$ cat config.mk
export PLATFORM = sky130hd
export DESIGN_NAME = ulk_gate
export DESIGN_NICKNAME = d
export VERILOG_FILES = /design/src/rtl/ulk_pkg.sv /design/src/rtl/ulk_decode.sv /design/src/rtl/ulk_state.sv /design/src/rtl/ulk_gate.sv
export SDC_FILE = /design/constraint.sdc
export NUM_CORES = 1
export LEC_CHECK = 0
export CAP_MARGIN = 20
export CORE_AREA = 2 2 41 43
export CTS_BUF_LIST = sky130_fd_sc_hd__clkbuf_16
export CTS_CLUSTER_DIAMETER = 200
export DETAILED_ROUTE_END_ITERATION = 6
export DIE_AREA = 0 0 43 45
export GPL_ROUTABILITY_DRIVEN = 0
export PLACE_DENSITY = 0.72
export SETUP_SLACK_MARGIN = 0.02
export SLEW_MARGIN = 20
export SYNTH_ARGS = -nofsm -noshare
export SYNTH_HDL_FRONTEND = slang
export SYNTH_SLANG_ARGS = --single-unit
$ cat constraint.sdc
create_clock -name clk -period 1 [get_ports clk]
set_input_delay 0.2 -clock clk [delete_from_list [all_inputs] [get_ports clk]]
set_output_delay 0.2 -clock clk [all_outputs]
set_load 0.02 [all_outputs]
$ cat src/rtl/ulk_pkg.sv
package ulk_pkg;

  localparam logic [31:0] ULK_KEY_A = 32'h83E7_0B13;
  localparam logic [31:0] ULK_KEY_B = 32'h95A4_F1E0;
  localparam logic [7:0]  ULK_OFS_A = 8'h6C;
  localparam logic [7:0]  ULK_OFS_B = 8'h70;

  // One decoded bus write, classified.
  typedef struct packed {
    logic a_good;   // key A written to kick A
    logic a_bad;    // other value written to kick A
    logic b_good;   // key B written to kick B
    logic b_bad;    // other value written to kick B
    logic plain;    // write to a non-kick address
  } ulk_evt_t;

  function automatic logic ulk_word_eq(input logic [31:0] a, input logic [31:0] b);
    return (a ^ b) == 32'd0;
  endfunction

endpackage

$ cat src/rtl/ulk_decode.sv
module ulk_decode
  import ulk_pkg::*;
#(
  parameter int ADDR_W = 8,
  parameter int DATA_W = 32,
  parameter logic [ADDR_W-1:0] OFS_A = ADDR_W'(ULK_OFS_A),
  parameter logic [ADDR_W-1:0] OFS_B = ADDR_W'(ULK_OFS_B),
  parameter logic [DATA_W-1:0] KEY_A = DATA_W'(ULK_KEY_A),
  parameter logic [DATA_W-1:0] KEY_B = DATA_W'(ULK_KEY_B)
) (
  input  logic              wr_en,
  input  logic [ADDR_W-1:0] wr_addr,
  input  logic [DATA_W-1:0] wr_data,
  output ulk_evt_t          evt
);
  localparam int PAD = (DATA_W < 32) ? 32 - DATA_W : 0;

  logic hit_a, hit_b, val_a, val_b;

  assign hit_a = wr_en && (wr_addr == OFS_A);
  assign hit_b = wr_en && (wr_addr == OFS_B);
  assign val_a = ulk_word_eq(32'({{PAD{1'b0}}, wr_data}), 32'({{PAD{1'b0}}, KEY_A}));
  assign val_b = ulk_word_eq(32'({{PAD{1'b0}}, wr_data}), 32'({{PAD{1'b0}}, KEY_B}));

  always_comb begin
    evt.a_good = hit_a &&  val_a;
    evt.a_bad  = hit_a && !val_a;
    evt.b_good = hit_b &&  val_b;
    evt.b_bad  = hit_b && !val_b;
    evt.plain  = wr_en && !hit_a && !hit_b;
  end

endmodule

$ cat src/rtl/ulk_state.sv
module ulk_state
  import ulk_pkg::*;
(
  input  logic     clk,
  input  logic     rst_n,
  input  ulk_evt_t evt,
  output logic     armed,
  output logic     open_q
);
  logic relock;
  assign relock = evt.a_bad || evt.b_bad;

  always_ff @(posedge clk or negedge rst_n) begin
    if (!rst_n) begin
      armed  <= 1'b0;
      open_q <= 1'b0;
    end else begin
      if (evt.a_good)     armed <= 1'b1;
      else if (evt.a_bad) armed <= 1'b0;
      if (relock)                       open_q <= 1'b0;
      else if (evt.b_good && armed)     open_q <= 1'b1;
    end
  end

  // opening only follows a key B write with key A held
  a_r2_open_needs_keys: assert property (@(posedge clk) disable iff (!rst_n)
    $rose(open_q) |-> $past(evt.b_good && armed));
  // key B without key A held keeps the gate closed
  a_r3_no_open_unarmed: assert property (@(posedge clk) disable iff (!rst_n)
    (evt.b_good && !armed) |=> !open_q);
  // bad kick A closes and disarms
  a_r4_bad_a_relocks: assert property (@(posedge clk) disable iff (!rst_n)
    evt.a_bad |=> (!open_q && !armed));
  // bad kick B closes
  a_r5_bad_b_relocks: assert property (@(posedge clk) disable iff (!rst_n)
    evt.b_bad |=> !open_q);
  // open gate implies key A still held
  a_r10_open_implies_armed: assert property (@(posedge clk) disable iff (!rst_n)
    open_q |-> armed);

endmodule

$ cat src/rtl/ulk_gate.sv
module ulk_gate
  import ulk_pkg::*;
#(
  parameter int ADDR_W = 8,
  parameter int DATA_W = 32,
  parameter logic [ADDR_W-1:0] OFS_A = ADDR_W'(ULK_OFS_A),
  parameter logic [ADDR_W-1:0] OFS_B = ADDR_W'(ULK_OFS_B),
  parameter logic [DATA_W-1:0] KEY_A = DATA_W'(ULK_KEY_A),
  parameter logic [DATA_W-1:0] KEY_B = DATA_W'(ULK_KEY_B)
) (
  input  logic              clk,
  input  logic              rst_n,
  input  logic              wr_en,
  input  logic [ADDR_W-1:0] wr_addr,
  input  logic [DATA_W-1:0] wr_data,
  output logic              prot_wr_en,
  output logic              unlocked
);
  ulk_evt_t evt;
  logic     armed;
  logic     open_q;
  logic     kick_wr;

  ulk_decode #(
    .ADDR_W(ADDR_W), .DATA_W(DATA_W),
    .OFS_A(OFS_A), .OFS_B(OFS_B), .KEY_A(KEY_A), .KEY_B(KEY_B)
  ) u_decode (
    .wr_en(wr_en), .wr_addr(wr_addr), .wr_data(wr_data), .evt(evt)
  );

  ulk_state u_state (
    .clk(clk), .rst_n(rst_n), .evt(evt), .armed(armed), .open_q(open_q)
  );

  assign kick_wr    = evt.a_good || evt.a_bad || evt.b_good || evt.b_bad;
  assign prot_wr_en = evt.plain && open_q;
  assign unlocked   = open_q;

  // closed gate never forwards
  a_r6_closed_blocks: assert property (@(posedge clk) disable iff (!rst_n)
    !unlocked |-> !prot_wr_en);
  // kick writes are never forwarded
  a_r8_kick_not_forwarded: assert property (@(posedge clk) disable iff (!rst_n)
    (wr_en && (wr_addr == OFS_A || wr_addr == OFS_B)) |-> !prot_wr_en);
  // no bus write, no enable
  a_r7_no_write_no_enable: assert property (@(posedge clk) disable iff (!rst_n)
    !wr_en |-> !prot_wr_en);
  // lock state moves only on kick writes
  a_r9_stable_without_kick: assert property (@(posedge clk) disable iff (!rst_n)
    !kick_wr |=> $stable(unlocked));

endmodule

==> flow_metrics.env, run 1 <==
export IMPL_status="complete, but fails checks"
export IMPL_failed_checks="setup timing"
export IMPL_fin_crit_sh=1.377
export IMPL_worst_path_max_fanout=2
export IMPL_num_antenna_cells=0
export IMPL_area_growth_pct=218.5
export IMPL_chipHeight_um=45
export IMPL_grtUsageMet2=0.2515
export IMPL_regArea_um2=50.05
export IMPL_hold_path_class="input pin to async pin"
export IMPL_route_detailed_drc=0
export IMPL_drtAntennaViolNets=0
export IMPL_cts_hold_buf=0
export IMPL_cts_buffers=3
export IMPL_grt_pass1_wl_um=2083
export IMPL_end_kind="flop"
export IMPL_avgSynthCellArea_um2=8.098
export IMPL_powerDensity_mw_per_mm2=1020
export IMPL_first_pass_iters=3
export IMPL_start_util=0.1981
export IMPL_tightest_slew_ns=0.2666
export IMPL_grtUsageMet3=0.02800
export IMPL_finalSetupViolations=4
export IMPL_busiest_layer="met2"
export IMPL_max_freq_ghz=0.7261
export IMPL_min_period_ns=1.377
export IMPL_grt_max_degree=3
export IMPL_tns_ns=-0.5813
export IMPL_arrival_ns=1.51
export IMPL_ys_ff_latch=2
export IMPL_ys_warn_count=0
export IMPL_boundaryPins=45
export IMPL_drt_iter0_drc=3
export IMPL_cts_max_path_buffers=2
export IMPL_syn_area_um2=291.5
export IMPL_grt_antenna_before_repair=0
export IMPL_rsz0062_at_grt="true"
export IMPL_rows=14
export IMPL_multi_input_area_um2=322.8
export IMPL_avgViaCountPerCell=4.868
export IMPL_cts_tree="yes"
export IMPL_vias=516
export IMPL_use_met1=0.1630
export IMPL_critical_path_class="input pin to flop"
export IMPL_portBuffers=44
export IMPL_gr_total_overflow=0
export IMPL_detailed_place_hpwl_um=1075
export IMPL_slew_headroom=0.8198
export IMPL_fin_nets=135
export IMPL_cp_start_kind="input pin"
export IMPL_hold_ws_ns=0.1443
export IMPL_synth_nets=79
export IMPL_cts_root_buf="clkbuf_16"
export IMPL_yosys_cell_types_count=21
export IMPL_drive_gt1_frac=0.4111
export IMPL_cts_sinks=2
export IMPL_hold_viol=0
export IMPL_r2r_start="u_state.open_q"
export IMPL_dieArea_mm2=0.001935
export IMPL_h_tree_depth=1
export IMPL_fp_dieW_um=43
export IMPL_regToRegEndpoint="u_state.open_q"
export IMPL_setup_slack_ns=-0.3772
export IMPL_avgRoutedWirePerCell_um=12.83
export IMPL_ir_drop_uv=513.6
export IMPL_netlist_instances=36
export IMPL_wl_um=1360
export IMPL_finalMaxSlewViolations=0
export IMPL_regToRegSetupSlack_ns=0.02
export IMPL_worst_r2r_path_depth=4
export IMPL_leakagePower_uw=0.0004842
export IMPL_cp_required_ns=1.14
export IMPL_clk_insertion_delay_late_ns=0.22
export IMPL_design_area_um2=928.4
export IMPL_skew_ns=0.0004122
export IMPL_cts_clk_slew_worst_paths_ns=0.03
export IMPL_grt_use_total=0.1520
export IMPL_fillers=145
export IMPL_synth_seq_area_share=0.1717
export IMPL_core_area_mm2=0.001471
export IMPL_drv_cap=0
export IMPL_grt_pass1_vias=513
export IMPL_placed_area_um2=814.5
[metrics by stage]
step	total power, uW	setup slack [ns]	util	instances
after floorplan	136.1	-0.4957	-	36
after detailed placement	346.6	-1.020	0.5536	101
final	947.3	-0.3772	0.6310	106
after CTS	949.5	-0.4624	0.6122	105
after global routing	986.7	-0.3952	0.6310	106
after global placement	341.3	-0.9738	0.5536	101
[state kept, by name (all words and copies together), names as in the netlist]
register and cells:
u_state.armed 1, u_state.open_q 1
[synth_stat cells]
cell type | count | area, um2
mux2i_1 | 1 | 10.01
inv_1 | 1 | 3.750
nor3_1 | 2 | 10.01
and4_1 | 2 | 17.52
nor4_1 | 3 | 18.77
or4b_1 | 1 | 10.01
nand2_1 | 5 | 18.77
a21oi_1 | 1 | 5.000
or3b_1 | 1 | 8.760
nor4bb_1 | 2 | 20.02
nor2_1 | 1 | 3.750
and4b_1 | 1 | 10.01
and3_1 | 2 | 12.51
o21ba_1 | 1 | 10.01
nand4_1 | 2 | 12.51
nor4b_1 | 4 | 35.03
dfrtp_1 | 2 | 50.05
a211oi_2 | 1 | 12.51
nand4b_1 | 1 | 8.760
a31oi_1 | 1 | 6.260
nand3b_1 | 1 | 7.510
[layout by cell type (no fill, tap or decap), types with 2 or more instances in the layout]
cell	Yosys	layout
clkbuf_2	0	10
dfrtp_1	2	2
and3_1	2	2
nor4b_4	0	2
buf_4	0	7
nand4_1	2	2
dlymetal6s2s_1	0	9
dlygate4sd2_1	0	7
buf_6	0	4
nand2_1	5	5
clkdlybuf4s15_1	0	5
and4_1	2	2
nor4_2	0	2
clkbuf_16	0	3
clkdlybuf4s50_1	0	8
[cells by family after synthesis]
kind of cell           count (synthesis)  synth area share
flip-flops                             2            0.1717
AO/OA/AOI/OAI                          4            0.1159
AND/OR/NAND/NOR                       28            0.6652
buffers and inverters                  1           0.01286
multiplexers                           1           0.03434
[critical path: stages]
cell and delay, ns:
buf_6 0.09, or3b_4 0.38, or4b_4 0.50, o21ba_4 0.21
a211oi_2 0.13
[routing by layer]
layer  vias to the layer above  wire length (um)
met4                         0                47
met2                        24               670
met5                         -                 0
met3                         4                82
li1                        261                 -
met1                       227               559
[layout make-up]
type / instances / area share
Timing Repair Buffer: 51 / 0.4919
Clock buffer: 3 / 0.08086
Tap cell: 16 / 0.02156
Inverter: 1 / 0.004043
Multi-Input combinational cell: 33 / 0.3477
Sequential cell: 2 / 0.05391
[worst max-delay path by stage]
stage	startpoint	endpoint	cells after the start
2_1_floorplan	wr_addr[3]	u_state.open_q	4
3_3_place_gp	wr_addr[4]	u_state.open_q	5
3_5_place_dp	wr_addr[4]	u_state.open_q	5
4_1_cts	wr_addr[2]	u_state.open_q	5
5_1_grt	wr_addr[2]	u_state.open_q	5
6_report	wr_addr[2]	u_state.open_q	5
[what timing repair did]
item,CTS,global route
setup endpoints to repair,4,4
pin swaps,9,16
setup buffers,2,1
resized for setup,52,39
[report_power, final]
| part | internal (uW) | total, uW | switching (uW) |
|---|---|---|---|
| Sequential | 88.1 | 90.9 | 2.75 |
| Combinational | 167 | 247 | 80.3 |
| Clock | 510 | 609 | 99.9 |
No activity file was read; power rests on OpenSTA's default activity.
==> inputs of run 2 (changes only) <==
--- a/config.mk
+++ b/config.mk
@@ -6,13 +6,13 @@
 export NUM_CORES = 1
 export LEC_CHECK = 0
 export CAP_MARGIN = 20
-export CORE_AREA = 2 2 41 43
+export CORE_AREA = 2 2 39 41
 export CTS_BUF_LIST = sky130_fd_sc_hd__clkbuf_16
 export CTS_CLUSTER_DIAMETER = 200
 export DETAILED_ROUTE_END_ITERATION = 6
-export DIE_AREA = 0 0 43 45
+export DIE_AREA = 0 0 41 43
+export DONT_BUFFER_PORTS = 1
 export GPL_ROUTABILITY_DRIVEN = 0
-export PLACE_DENSITY = 0.72
 export SETUP_SLACK_MARGIN = 0.02
 export SLEW_MARGIN = 20
 export SYNTH_ARGS = -nofsm -noshare
==> run 2 against run 1 <==
  * The run still ends with setup timing left
  * Hold slack improved by 0.036 ns
  * Critical path type unchanged
  * Maximum frequency rose by 4.7%
  * Critical endpoint unchanged
  * Clock power fell by 3%
==> flow_metrics.env, run 2 (synthesis results as in run 1) <==
export IMPL_status="complete, but fails checks"
export IMPL_failed_checks="setup timing"
export IMPL_fillers=152
export IMPL_portBuffers=0
export IMPL_regToRegEndpoint="u_state.open_q"
export IMPL_cts_buffers=3
export IMPL_endpoint="u_state.open_q"
export IMPL_post_cts_setup_buffer_count=0
export IMPL_max_freq_ghz=0.7605
export IMPL_grt_antenna_before_repair=0
export IMPL_min_period_ns=1.315
export IMPL_end_kind="flop"
export IMPL_crit_start="wr_addr[3]"
export IMPL_rsz0062_at_grt="true"
export IMPL_reg_top3="u_state.armed (1), u_state.open_q (1)"
export IMPL_drv_cap=0
export IMPL_critical_path_class="input pin to flop"
export IMPL_leakagePower_uw=0.0001735
export IMPL_vias=354
export IMPL_multi_input_area_um2=297.8
export IMPL_arrival_ns=1.44
export IMPL_core_area_mm2=0.001384
export IMPL_final_common_cell="nand2_1"
export IMPL_fp_dieW_um=41
export IMPL_hold_path_class="input pin to flop"
export IMPL_drive_gt1_frac=0.3571
export IMPL_design_area_um2=475.5
export IMPL_hold_viol=0
export IMPL_slew_headroom=0.6886
export IMPL_num_antenna_cells=0
export IMPL_setup_slack_ns=-0.3150
export IMPL_grt_pass1_wl_um=1145
export IMPL_place_ws_ns=-0.5547
export IMPL_p_comb_frac=0.093
export IMPL_detailed_place_hpwl_um=816.7
export IMPL_chipHeight_um=43
export IMPL_clk_insertion_delay_late_ns=0.22
export IMPL_power_internal_uw=638.8
export IMPL_h_tree_depth=1
export IMPL_p_switching_uw=117.3
export IMPL_grt_pass1_vias=337
export IMPL_cp_start_kind="input pin"
export IMPL_avgRoutedWirePerCell_um=17.14
export IMPL_boundaryPins=45
export IMPL_skew_ns=0.002271
export IMPL_area_growth_pct=63.09
export IMPL_dieArea_mm2=0.001763
export IMPL_drtAntennaViolNets=0
export IMPL_cts_root_buf="clkbuf_16"
export IMPL_p_sw_frac=0.1552
export IMPL_power_uw=756.1
export IMPL_fin_crit_sh=1.315
export IMPL_regToRegSetupSlack_ns=0.19
export IMPL_first_pass_iters=2
export IMPL_avgViaCountPerCell=6.103
export IMPL_cts_tree="yes"
export IMPL_cts_max_path_buffers=2
export IMPL_finalMaxSlewViolations=0
export IMPL_worst_path_max_fanout=2
export IMPL_rows=14
export IMPL_fin_nets=87
export IMPL_powerDensity_mw_per_mm2=1590
export IMPL_cts_clk_slew_worst_paths_ns=0.03
export IMPL_regArea_um2=50.05
export IMPL_ir_drop_uv=847.6
export IMPL_cts_sinks=2
export IMPL_worst_r2r_path_depth=3
export IMPL_drt_iter0_drc=1
export IMPL_placed_area_um2=351.6
export IMPL_start_util=0.2107
export IMPL_final_cell_mix="nand2_1 (4), clkbuf_16 (3)"
export IMPL_grt_use_total=0.1001
export IMPL_cp_required_ns=1.13
export IMPL_r2r_start="u_state.armed"
export IMPL_finalSetupViolations=2
export IMPL_seqPwrFrac=0.123
export IMPL_tightest_slew_ns=0.4628
export IMPL_wl_um=994
export IMPL_gr_total_overflow=0
export IMPL_grt_max_degree=4
export IMPL_clkPwrFrac=0.784
export IMPL_route_detailed_drc=0
==> run 2: critical path: stages <==
cell and delay, ns:
or3b_4 0.38, or4b_4 0.53, o21ba_4 0.21, a211oi_2 0.13
==> run 2: power by group through the flow <==
stage | logic (uW) | registers (uW) | clock network [uW]
5_1_grt | 76.6 | 93.7 | 615
6_report | 70.7 | 92.8 | 593
2_1_floorplan | 40.4 | 95.8 | 0
4_1_cts | 64.8 | 92.1 | 598
3_5_place_dp | 54.9 | 92.1 | 0
3_3_place_gp | 53.8 | 92.1 | 0
==> run 2: how the worst min path moves through the flow <==
stage,start,end,cells after the start
after floorplan,rst_n,u_state.armed,0
final,wr_addr[1],u_state.armed,2
after global placement,rst_n,u_state.armed,0
after global routing,wr_addr[1],u_state.armed,2
after CTS,wr_addr[1],u_state.armed,2
after detailed placement,rst_n,u_state.armed,0
==> run 2: final cells by class <==
class | count | area share
multi-input cells | 33 | 0.6263
inverters | 1 | 0.007895
clock buffers | 3 | 0.1579
well taps | 16 | 0.04211
flip-flops and latches | 2 | 0.1053
repair buffers | 3 | 0.06053
==> run 2: per-layer routing <==
layer  routed length, um  track usage  share of wire
met1                 270      0.07325           0.27
met2                 605       0.1938           0.61
met3                 117      0.03141           0.12
met4                   0      0.06000              0
met5                   0            0              0
==> run 2: stage by stage <==
stage	hold slack, ns	utilization	instances	setup TNS, ns
3_3_place_gp	-0.09553	0.2541	54	-0.5942
2_1_floorplan	-0.09559	-	36	-0.4957
4_1_cts	0.1787	0.3273	58	-0.3495
3_5_place_dp	-0.09553	0.2541	54	-0.6631
5_1_grt	0.1787	0.3436	58	-0.4547
6_report	0.1800	0.3436	58	-0.3792
==> run 2: repair_timing <==
| item | 4_1_cts | 5_1_grt |
|---|---|---|
| cloned | 0 | 0 |
| gates resized for setup | 4 | 4 |
| hold buffers | 1 | 0 |
| setup endpoints to repair | 2 | 4 |
| pin swaps | 1 | 3 |
| hold endpoints to repair | 2 | 0 |
